<file path="config.mk">
export PLATFORM = sky130hd
export DESIGN_NAME = vrr_vtg
export DESIGN_NICKNAME = d
export VERILOG_FILES = /design/src/rtl/vrr_pkg.sv /design/src/rtl/vrr_regfile.sv /design/src/rtl/vrr_window.sv /design/src/rtl/vrr_vtg.sv
export SDC_FILE = /design/constraint.sdc
export NUM_CORES = 1
export LEC_CHECK = 0
export BUFFER_PORTS_ARGS = -buffer_cell sky130_fd_sc_hd__buf_2
export CORE_MARGIN = 2
export CORE_UTILIZATION = 62
export DETAILED_ROUTE_END_ITERATION = 16
export PLACE_DENSITY = 0.77
export SYNTH_ARGS = -nofsm -noshare
export SYNTH_HDL_FRONTEND = slang
export SYNTH_SLANG_ARGS = --single-unit
</file>
<file path="constraint.sdc">
create_clock -name clk -period 9.4 [get_ports clk]
set_input_delay 1.88 -clock clk [delete_from_list [all_inputs] [get_ports clk]]
set_output_delay 1.88 -clock clk [all_outputs]
set_load 0.005 [all_outputs]
</file>
<file path="src/rtl/vrr_pkg.sv">
package vrr_pkg;
  localparam int LINE_W = 12;
  localparam int DATA_W = 16;
  localparam int GB_W   = 8;
  localparam int GB_LSB = 8;

  typedef enum logic [2:0] {
    A_VMIN = 3'd0, A_VMAX = 3'd1, A_FLIP = 3'd2, A_CTRL = 3'd3,
    A_PUSH = 3'd4, A_VTOT = 3'd5, A_VBS  = 3'd6, A_STAT = 3'd7
  } reg_addr_e;

  typedef struct packed {
    logic [LINE_W-1:0] vmin;
    logic [LINE_W-1:0] vmax;
    logic [LINE_W-1:0] flip;
    logic [LINE_W-1:0] vtot;
    logic [LINE_W-1:0] vbs;
    logic [GB_W-1:0]   gb;
    logic              flip_en;
  } timing_t;
endpackage

</file>
<file path="src/rtl/vrr_regfile.sv">
module vrr_regfile import vrr_pkg::*; #(
  parameter int DEF_VTOT = 19,
  parameter int DEF_VBS  = 14
) (
  input  logic              clk,
  input  logic              rst,
  input  logic              wr,
  input  logic [2:0]        addr,
  input  logic [DATA_W-1:0] wdata,
  output logic [DATA_W-1:0] rdata,
  input  logic              latch,
  input  logic              send_clr,
  input  logic              live,
  output timing_t           act,
  output logic              ctrl_en,
  output logic              push_pend
);
  timing_t shd;
  logic ign_max, push_en, send;
  logic [DATA_W-1:0] rd_mux;
  logic push_wr;

  assign push_wr   = wr && (addr == A_PUSH);
  assign push_pend = push_en && send;

  always_ff @(posedge clk) begin
    if (rst) begin
      shd      <= '0;
      shd.vtot <= LINE_W'(DEF_VTOT);
      shd.vbs  <= LINE_W'(DEF_VBS);
      ctrl_en  <= 1'b0;
      ign_max  <= 1'b0;
      push_en  <= 1'b0;
    end else if (wr) begin
      case (reg_addr_e'(addr))
        A_VMIN: shd.vmin <= wdata[LINE_W-1:0];
        A_VMAX: shd.vmax <= wdata[LINE_W-1:0];
        A_FLIP: shd.flip <= wdata[LINE_W-1:0];
        A_VTOT: shd.vtot <= wdata[LINE_W-1:0];
        A_VBS:  shd.vbs  <= wdata[LINE_W-1:0];
        A_CTRL: begin
          ctrl_en     <= wdata[0];
          shd.flip_en <= wdata[1];
          ign_max     <= wdata[2];
          shd.gb      <= wdata[GB_LSB +: GB_W];
        end
        A_PUSH: push_en <= wdata[0];
        default: ;
      endcase
    end
  end

  // pending send: a fresh write wins over the automatic clear
  always_ff @(posedge clk) begin
    if (rst)           send <= 1'b0;
    else if (push_wr)  send <= wdata[0] & wdata[1];
    else if (send_clr) send <= 1'b0;
  end

  // working copy loads on the latch pulse
  always_ff @(posedge clk) begin
    if (rst) begin
      act      <= '0;
      act.vtot <= LINE_W'(DEF_VTOT);
      act.vbs  <= LINE_W'(DEF_VBS);
    end else if (latch) begin
      act <= shd;
    end
  end

  always_comb begin
    rd_mux = '0;
    case (reg_addr_e'(addr))
      A_VMIN: rd_mux[LINE_W-1:0] = shd.vmin;
      A_VMAX: rd_mux[LINE_W-1:0] = shd.vmax;
      A_FLIP: rd_mux[LINE_W-1:0] = shd.flip;
      A_VTOT: rd_mux[LINE_W-1:0] = shd.vtot;
      A_VBS:  rd_mux[LINE_W-1:0] = shd.vbs;
      A_CTRL: begin
        rd_mux[0] = ctrl_en;
        rd_mux[1] = shd.flip_en;
        rd_mux[2] = ign_max;
        rd_mux[GB_LSB +: GB_W] = shd.gb;
      end
      A_PUSH: rd_mux[1:0] = {send, push_en};
      A_STAT: rd_mux[0] = live;
      default: ;
    endcase
  end

  always_ff @(posedge clk) begin
    if (rst) rdata <= '0;
    else     rdata <= rd_mux;
  end


  send_clr_chk: assert property (@(posedge clk) disable iff (rst)
    $past(send_clr && !push_wr) |-> !send);
endmodule

</file>
<file path="src/rtl/vrr_window.sv">
module vrr_window import vrr_pkg::*; (
  input  timing_t           act,
  input  logic              active,
  input  logic [LINE_W-1:0] vc,
  input  logic              pend,
  input  logic              exiting,
  input  logic [LINE_W:0]   exit_end,
  output logic              start_exit,
  output logic [LINE_W:0]   end_line
);
  logic [LINE_W:0] gb_eff, flip_l, vmax_l, e_min, e_max_raw, e_max, vc_x;

  always_comb begin
    vc_x      = {1'b0, vc};
    gb_eff    = (act.gb == '0) ? (LINE_W+1)'(1) : (LINE_W+1)'(act.gb);
    flip_l    = {1'b0, act.flip} + 1'b1;
    vmax_l    = {1'b0, act.vmax} + 1'b1;
    e_min     = (flip_l > gb_eff) ? flip_l - gb_eff : '0;
    e_max_raw = (vmax_l > gb_eff) ? vmax_l - gb_eff : '0;
    e_max     = (e_max_raw < e_min) ? e_min : e_max_raw;
    start_exit = active && !exiting &&
                 ((pend && vc_x >= e_min) || vc_x >= e_max);
    end_line  = exiting ? exit_end : vc_x + gb_eff - 1'b1;
  end
endmodule

</file>
<file path="src/rtl/vrr_vtg.sv">
module vrr_vtg import vrr_pkg::*; #(
  parameter int DEF_VTOT = 19,
  parameter int DEF_VBS  = 14
) (
  input  logic              clk,
  input  logic              rst,
  input  logic              reg_wr,
  input  logic [2:0]        reg_addr,
  input  logic [DATA_W-1:0] reg_wdata,
  output logic [DATA_W-1:0] reg_rdata,
  input  logic              line_stb,
  output logic [LINE_W-1:0] vcount,
  output logic              vblank,
  output logic              frame_start,
  output logic              latch_pulse,
  output logic              vrr_live
);
  timing_t act;
  logic ctrl_en, push_pend, vrr_mode, start_exit, latch, wrap, exiting_q;
  logic [LINE_W:0]   end_line, exit_end_q;
  logic [LINE_W-1:0] nxt;

  vrr_regfile #(.DEF_VTOT(DEF_VTOT), .DEF_VBS(DEF_VBS)) u_regs (
    .clk(clk), .rst(rst), .wr(reg_wr), .addr(reg_addr), .wdata(reg_wdata),
    .rdata(reg_rdata), .latch(latch), .send_clr(start_exit), .live(vrr_live),
    .act(act), .ctrl_en(ctrl_en), .push_pend(push_pend)
  );

  assign vrr_mode = vrr_live && act.flip_en && (act.vmin < act.vmax);

  vrr_window u_win (
    .act(act), .active(vrr_mode), .vc(vcount), .pend(push_pend),
    .exiting(exiting_q), .exit_end(exit_end_q),
    .start_exit(start_exit), .end_line(end_line)
  );

  always_comb begin
    if (vrr_mode) wrap = line_stb && (exiting_q || start_exit) && ({1'b0, vcount} >= end_line);
    else          wrap = line_stb && (vcount >= act.vtot);
    nxt   = wrap ? '0 : vcount + 1'b1;
    latch = vrr_mode ? start_exit : (line_stb && nxt == act.vbs);
  end

  always_ff @(posedge clk) begin
    if (rst) begin
      vcount      <= '0;
      vblank      <= 1'b0;
      frame_start <= 1'b0;
      latch_pulse <= 1'b0;
      vrr_live    <= 1'b0;
      exiting_q   <= 1'b0;
      exit_end_q  <= '0;
    end else begin
      frame_start <= wrap;
      latch_pulse <= latch;
      if (start_exit) begin
        exiting_q  <= 1'b1;
        exit_end_q <= end_line;
      end
      if (line_stb) begin
        vcount <= nxt;
        vblank <= (nxt >= act.vbs) && (act.vbs != '0 || !wrap);
      end
      if (wrap) begin
        exiting_q <= 1'b0;
        vrr_live  <= ctrl_en;
      end
    end
  end


  frame_start_chk: assert property (@(posedge clk) disable iff (rst)
    frame_start |-> $past(line_stb));

  latch_once_chk: assert property (@(posedge clk) disable iff (rst)
    latch_pulse |=> !latch_pulse);

  min_len_chk: assert property (@(posedge clk) disable iff (rst)
    (vrr_mode && wrap) |-> vcount >= act.flip);

  live_edge_chk: assert property (@(posedge clk) disable iff (rst)
    !$stable(vrr_live) |-> frame_start);
endmodule

</file>
==> impl_results.md, run 1 <==
* Outcome: finished clean
* Final wirelength at roughly 31000 um
* WS Path Type: reg -> reg
* Mapped Nets at between 1500 and 2000
* Clock sinks at 188
* Htree depth at 4
* Synth Flop Type: dfxtp_1
* Die height at ~140 um
* DRC violations left at 0
* Finished Cell Area at around 13000 um2
* N_diodes at 0
* DR vias at ~10000
* Netlist Area Pre-Place at 11700 um2
* CTS-repair resized insts at 0
* Static Leak at roughly 4.9 nW
* Final WS setup at roughly 0.55 ns
* IO buf count at 54
* Largest net degree at the start of global routing at between 90 and 100
* Number of synthesized flops with an enable pin at 0
* # IOs at 55
* Post-synth ARST share at 0%
* Power per cell area at approximately 130 nW/um2
* Max-slew headroom at around 28%
* DR pass1 iterations at 8
* Slowest stage delay, CP at about 0.53 ns
* Initial antenna violation count at 0
* Yosys cell types at a little over 70
* Hold_ws at ~0.47 ns
* Area Growth Syn to Fin at 8.03%
* Setup Skew at 0.0138 ns
* Clock root cell: clkbuf_16
* CP required at about 9.7 ns
* Post-Synthesis Cells at about 1400
* Post-Synth Adder-Cell Area at between 10% and 20%
* Clock Latency Late Sink at ~0.44 ns
* XOR/XNOR Fraction of Synth Area at under 10%
* Post-DP HPWL at approximately 23000 um
* Pre-CTS WS at just under 0.4 ns
* Mux contribution to synthesized area at around a tenth
* First-pass GRT wire length at roughly 49000 um
* DR iter-0 viols at 940
* Synthesis Warnings at 0
* #FFs+latches synth at roughly 190
* Placer Congestion at between 0.9 and 1
* Site Rows at 50
* Hold Buf Count CTS at 0
* CTS Buf Count at 17
* RSZ-0062 raised after global routing: no
* GRT Residual Overflow at 0
* Critical Path Start Type: flop
* Max Clk Rate at ~0.11 GHz
* Worst path arrival time at approximately 9 ns
* Worst slew pin tran at between 1 and 1.5 ns
* Initial Utilization at 62.9%
* Synth Area in Compound Gates at 14.9%
* Worst vdd ir at about 0.13 mV
* Tcrit/Tclk final at between 90 and 100%
* Count of final setup violators at 0
* Via/cell ratio at 6.01
* NumNets Final at around 1600
* Vias in the first global route at ~9200
* Die X-Extent at 141 um
* Clock buffer depth at 2
* Drt wl/cell at approximately 18 um
* Placed cell area at about 12000 um2
* Most frequent cells in the layout: nand2_1 (201), dfxtp_1 (188), nor2_1 (144)
* Top cell by count, worst path: ha_1
* Min-Delay Path Class: reg -> reg
* Final setup TNS at 0 ns
* Max-cap check violation count at 0
* DRT antenna net count at 0
* Die area at 20000 um2
* CTS tree: yes
* Register clock-pin slew on the reported worst setup and hold paths at about 0.070 ns
* Leading cell type in the layout, fill and taps excluded: nand2_1
* Synth Area in Simple Gates at a little under a fifth
* Crit-path slowest cell: dfxtp_1
* Worst Setup End Kind: flop
* Crit path max fanout at ~50
* Largest family of logic cells by synthesized area: simple AND/OR/NAND/NOR gates
* Core footprint at about 19000 um2
* Seq/Total Area, Yosys at about a third
* Fin crit period at between 8 and 9 ns
* Total GRT Usage at between 30 and 40%
* Slew Limit Fails at 0
* Final hold violations at 0
* Fillers at between 1500 and 2000
* Layout cells sized above 1 at slightly above 8%
* Syn_area_per_cell at between 8 and 9 um2
* Post-CTS Setup Bufs at 0
[power by group]
group | switching [mW] | total (mW) | internal, mW
clock network | 0.356 | 0.717 | 0.361
logic | 0.0779 | 0.123 | 0.0455
registers | 0.00976 | 0.816 | 0.806
[final timing paths]
kind | startpoint | endpoint | slack, ns | cells after the start
max | u_regs.act[45]$_SDFFE_PP0P_ | u_regs.act[43]$_SDFFE_PP0P_ | 0.55 | 37
min | u_regs.ign_max$_SDFFE_PP0P_ | u_regs.ign_max$_SDFFE_PP0P_ | 0.47 | 2
max reg2reg | u_regs.act[45]$_SDFFE_PP0P_ | u_regs.act[43]$_SDFFE_PP0P_ | 0.55 | 37
min reg2reg | u_regs.ign_max$_SDFFE_PP0P_ | u_regs.ign_max$_SDFFE_PP0P_ | 0.47 | 2
[critical path: cells and delay by family, from the launching register on]
family | cells | cell delay (ns)
AND/OR/NAND/NOR | 11 | 1.49
buffers and inverters | 3 | 0.72
XOR/XNOR | 1 | 0.16
AO/OA/AOI/OAI | 14 | 3.27
multiplexers | 3 | 0.91
adder cells (fa/ha/maj) | 5 | 1.56
flip-flops | 1 | 0.53
[registers in the layout (all words and copies together), names as in the netlist]
name / cells
latch_pulse: 1
exiting_q: 1
vrr_live: 1
u_regs.shd: 69
u_regs.ctrl_en: 1
frame_start: 1
vblank: 1
u_regs.act: 69
vcount: 12
u_regs.push_en: 1
u_regs.send: 1
u_regs.ign_max: 1
exit_end_q: 13
u_regs.rdata: 16
[Yosys cell counts, drive strengths merged (10+ instances only)]
cell type | count | area, um2
a21oi | 105 | 526
and2 | 10 | 62.6
xnor2 | 50 | 438
nor2 | 144 | 541
a22oi | 10 | 75.1
nand2 | 201 | 754
a21o | 17 | 128
ha | 123 | 1540
buf | 18 | 124
inv | 99 | 372
nor2b | 16 | 100
nand3 | 34 | 170
o211ai | 12 | 95.1
nand4 | 17 | 106
o21a | 15 | 113
o21ai | 33 | 165
nor3 | 34 | 186
dfxtp | 188 | 3760
a31oi | 10 | 62.6
clkbuf | 50 | 188
a211oi | 22 | 170
mux2i | 94 | 941
nand2b | 13 | 81.3
[metal layers]
metal  share of wire (%)  track usage (%)  vias up
met3                 5.4             3.81       56
met4                 3.1             11.4        0
li1                    -                -     4943
met5                   0                0        -
met1                  46             43.6     4755
met2                  46             49.3      338
[cell type report]
type	count	area [um2]	area share, %
Inverter	100	375	2.97
Sequential cell	188	3760	29.8
Multi-Input combinational cell	1061	7240	57.3
Clock buffer	18	429	3.40
Timing Repair Buffer	63	357	2.82
Clock inverter	14	170	1.35
Tap cell	234	293	2.32
[metrics by stage]
| stage | power (mW) | utilization (%) | instances |
|---|---|---|---|
| floorplan | 0.916 | - | 1417 |
| global placement | 0.953 | 64.7 | 1646 |
| detailed placement | 0.955 | 64.7 | 1646 |
| CTS | 1.66 | 67.9 | 1678 |
| global route | 1.71 | 68.0 | 1678 |
| finish | 1.66 | 68.0 | 1678 |
[kinds of logic (layout without fill, tap and decap cells)]
| logic type | count (synthesis) | after routing |
|---|---|---|
| adders and majority gates | 126 | 126 |
| buffers and inverters | 168 | 195 |
| muxes | 107 | 107 |
| DFF | 188 | 188 |
| AOI/OAI and AO/OA | 268 | 268 |
| xor gates and xnor gates | 58 | 58 |
| and+or+nand+nor | 502 | 502 |
No activity file was read; power rests on OpenSTA's default activity.
==> inputs of run 2 (changes only) <==
--- a/config.mk
+++ b/config.mk
@@ -7,9 +7,9 @@
 export LEC_CHECK = 0
 export BUFFER_PORTS_ARGS = -buffer_cell sky130_fd_sc_hd__buf_2
 export CORE_MARGIN = 2
-export CORE_UTILIZATION = 62
+export CORE_UTILIZATION = 46
 export DETAILED_ROUTE_END_ITERATION = 16
-export PLACE_DENSITY = 0.77
+export PLACE_DENSITY = 0.6
 export SYNTH_ARGS = -nofsm -noshare
 export SYNTH_HDL_FRONTEND = slang
 export SYNTH_SLANG_ARGS = --single-unit
==> run 2 against run 1 <==
  * Die area increased by 34%
  * Utilization down 17 points
  * Sequential power about the same
  * Wire length up 6.4%
  * Critical path type unchanged
  * Largest cell class unchanged
  * Largest power group unchanged
  * Highest routed layer unchanged
==> impl_results.md, run 2 (synthesized netlist as in run 1, its figures left out) <==
* Sw power at around 0.46 mW
* CP required at around 9.7 ns
* CTS tree: yes
* Slew Limit Fails at 0
* Initial Utilization at between 40% and 50%
* Tcrit/Tclk final at slightly above 90%
* M1 GR Usage at ~36%
* Register Area at between 3000 and 4000 um2
* GRT Residual Overflow at 0
* Worst path arrival time at 8.87 ns
* Clock sinks at 188
* Buf/Inv on CP at 3
* Drt wl/cell at about 18 um
* Most frequent cells in the layout: nand2_1 (200), dfxtp_1 (188), nor2_1 (144)
* DR pass1 iterations at 5
* Total GRT Usage at 24.9%
* DR vias at 9746
* Slowest stage delay, CP at around 0.53 ns
* Final Util at ~51%
* Post-DP HPWL at between 20000 and 25000 um
* Die height at approximately 160 um
* Clock root cell: clkbuf_16
* Initial antenna violation count at 0
* Sw Share at 27.0%
* Count of final setup violators at 0
* Multi-input gate area at approximately 7200 um2
* Setup Skew at ~0.016 ns
* Die area at around 27000 um2
* Registers with the most flip-flops: u_regs.act x69, u_regs.shd x69, u_regs.rdata x16
* Leading cell type in the layout, fill and taps excluded: nand2_1
* Fin crit period at about 8.6 ns
* Worst slew pin tran at around 1.1 ns
* CTS Buf Count at 17
* Logic pwr share at 7.3%
* Die X-Extent at ~160 um
* N_diodes at 0
* Critical path's top delay family: compound AO/OA/AOI/OAI gates
* Power share of the sequential group at 47.8%
* Core footprint at between 20000 and 30000 um2
* Min-Delay Path Class: reg -> reg
* Max-slew headroom at approximately a quarter
* Vias in the first global route at about 9100
* Post-CTS Setup Bufs at 0
* Final setup TNS at 0 ns
* Power per cell area at around 130 nW/um2
* Post-Place Cells at 1742
* Via/cell ratio at ~5.5
* # IOs at 55
* Htree depth at 4
* Max-cap check violation count at 0
* Worst Setup End Kind: flop
* DR iter-0 viols at 658
* Outcome: finished clean
* Layout cells sized above 1 at ~8.4%
* Gr busiest metal: met2
* Clock buffer depth at 2
* Final hold violations at 0
* Site Rows at 58
* Placer Congestion at around 0.90
* Critical Path Start Type: flop
* RSZ-0062 raised after global routing: no
* Final wirelength at between 30000 and 40000 um
* DRC violations left at 0
* First-pass GRT wire length at about 50000 um
* IO buf count at 54
* Hold Buf Count CTS at 0
* Worst vdd ir at between 0.08 and 0.09 mV
* Area Growth Syn to Fin at 9.29%
* Register clock-pin slew on the reported worst setup and hold paths at approximately 0.08 ns
* Largest net degree at the start of global routing at slightly below 90
* GR Util met3 at 3.22%
* Share of total power in the clock network at about 45%
* NumNets Final at between 1500 and 2000
* Int Pwr at 1.25 mW
* Clock Latency Late Sink at 0.44 ns
* Finished Layout Cells at 1774
* Static Leak at slightly below 5 nW
* DRT antenna net count at 0
* Max Clk Rate at about 0.12 GHz
* Crit path max fanout at between 40 and 50
* Met2 Use GR at 38.7%
* WS Path Type: reg -> reg
* Fillers at roughly 2500
* Crit-path slowest cell: a2111o_1
## run 2: power by group through the flow
stage          combinational, mW  sequential, mW  clock [mW]
6_report                   0.124           0.816       0.767
5_1_grt                    0.139           0.817       0.810
4_1_cts                    0.124           0.816       0.782
3_5_place_dp               0.124           0.834           0
3_3_place_gp               0.123           0.834           0
2_1_floorplan             0.0853           0.830           0
## run 2: repair_timing
| item | in CTS | in global routing |
|---|---|---|
| hold endpoints to repair | 0 | 0 |
| resized for setup | 0 | 5 |
| endpoints found under the setup margin | 0 | 71 |
## run 2: path summary, 6_finish.rpt
path	slack, ns	from	cells after the start	to
max	0.82	u_regs.act[5]$_SDFFE_PP0P_	35	u_regs.act[45]$_SDFFE_PP0P_
min	0.46	u_regs.ign_max$_SDFFE_PP0P_	2	u_regs.ign_max$_SDFFE_PP0P_
max reg2reg	0.82	u_regs.act[5]$_SDFFE_PP0P_	35	u_regs.act[45]$_SDFFE_PP0P_
min reg2reg	0.46	u_regs.ign_max$_SDFFE_PP0P_	2	u_regs.ign_max$_SDFFE_PP0P_
## run 2: layout make-up
type                    count  area share [%]
multi-input cells        1061            56.7
clock inverters            14            1.42
clock buffers              18            3.44
inverters                 100            2.94
flip-flops and latches    188            29.5
repair buffers             63            2.79
well taps                 330            3.23
## run 2: through the flow
step | hold WS, ns | worst slack [ns] | instance area [um2] | power [mW]
finish | 0.459 | 0.824 | 12800 | 1.71
global route | 0.486 | 0.0294 | 12800 | 1.77
CTS | 0.461 | 0.496 | 12800 | 1.72
detailed placement | 0.450 | 0.530 | 12100 | 0.958
global placement | 0.452 | 0.690 | 12100 | 0.957
floorplan | 0.433 | 1.17 | 11700 | 0.916
## run 2: worst register-to-register path: cells and delay by family (launching register included)
| family | cells | cell delay (ns) |
|---|---|---|
| xor gates and xnor gates | 1 | 0.18 |
| AOI/OAI and AO/OA | 11 | 3.30 |
| buffers and inverters | 3 | 0.72 |
| DFF | 1 | 0.35 |
| adders and majority gates | 5 | 1.35 |
| muxes | 2 | 0.66 |
| and+or+nand+nor | 13 | 1.90 |
## run 2: per-layer routing
layer  vias to the layer above  part of all wire (%)  wire (um)
met1                      4540                    49      16100
met3                        48                   4.6       1510
met4                         0                   2.1        669
li1                       4945                     -          -
met2                       213                    44      14300
met5                         -                     0          0
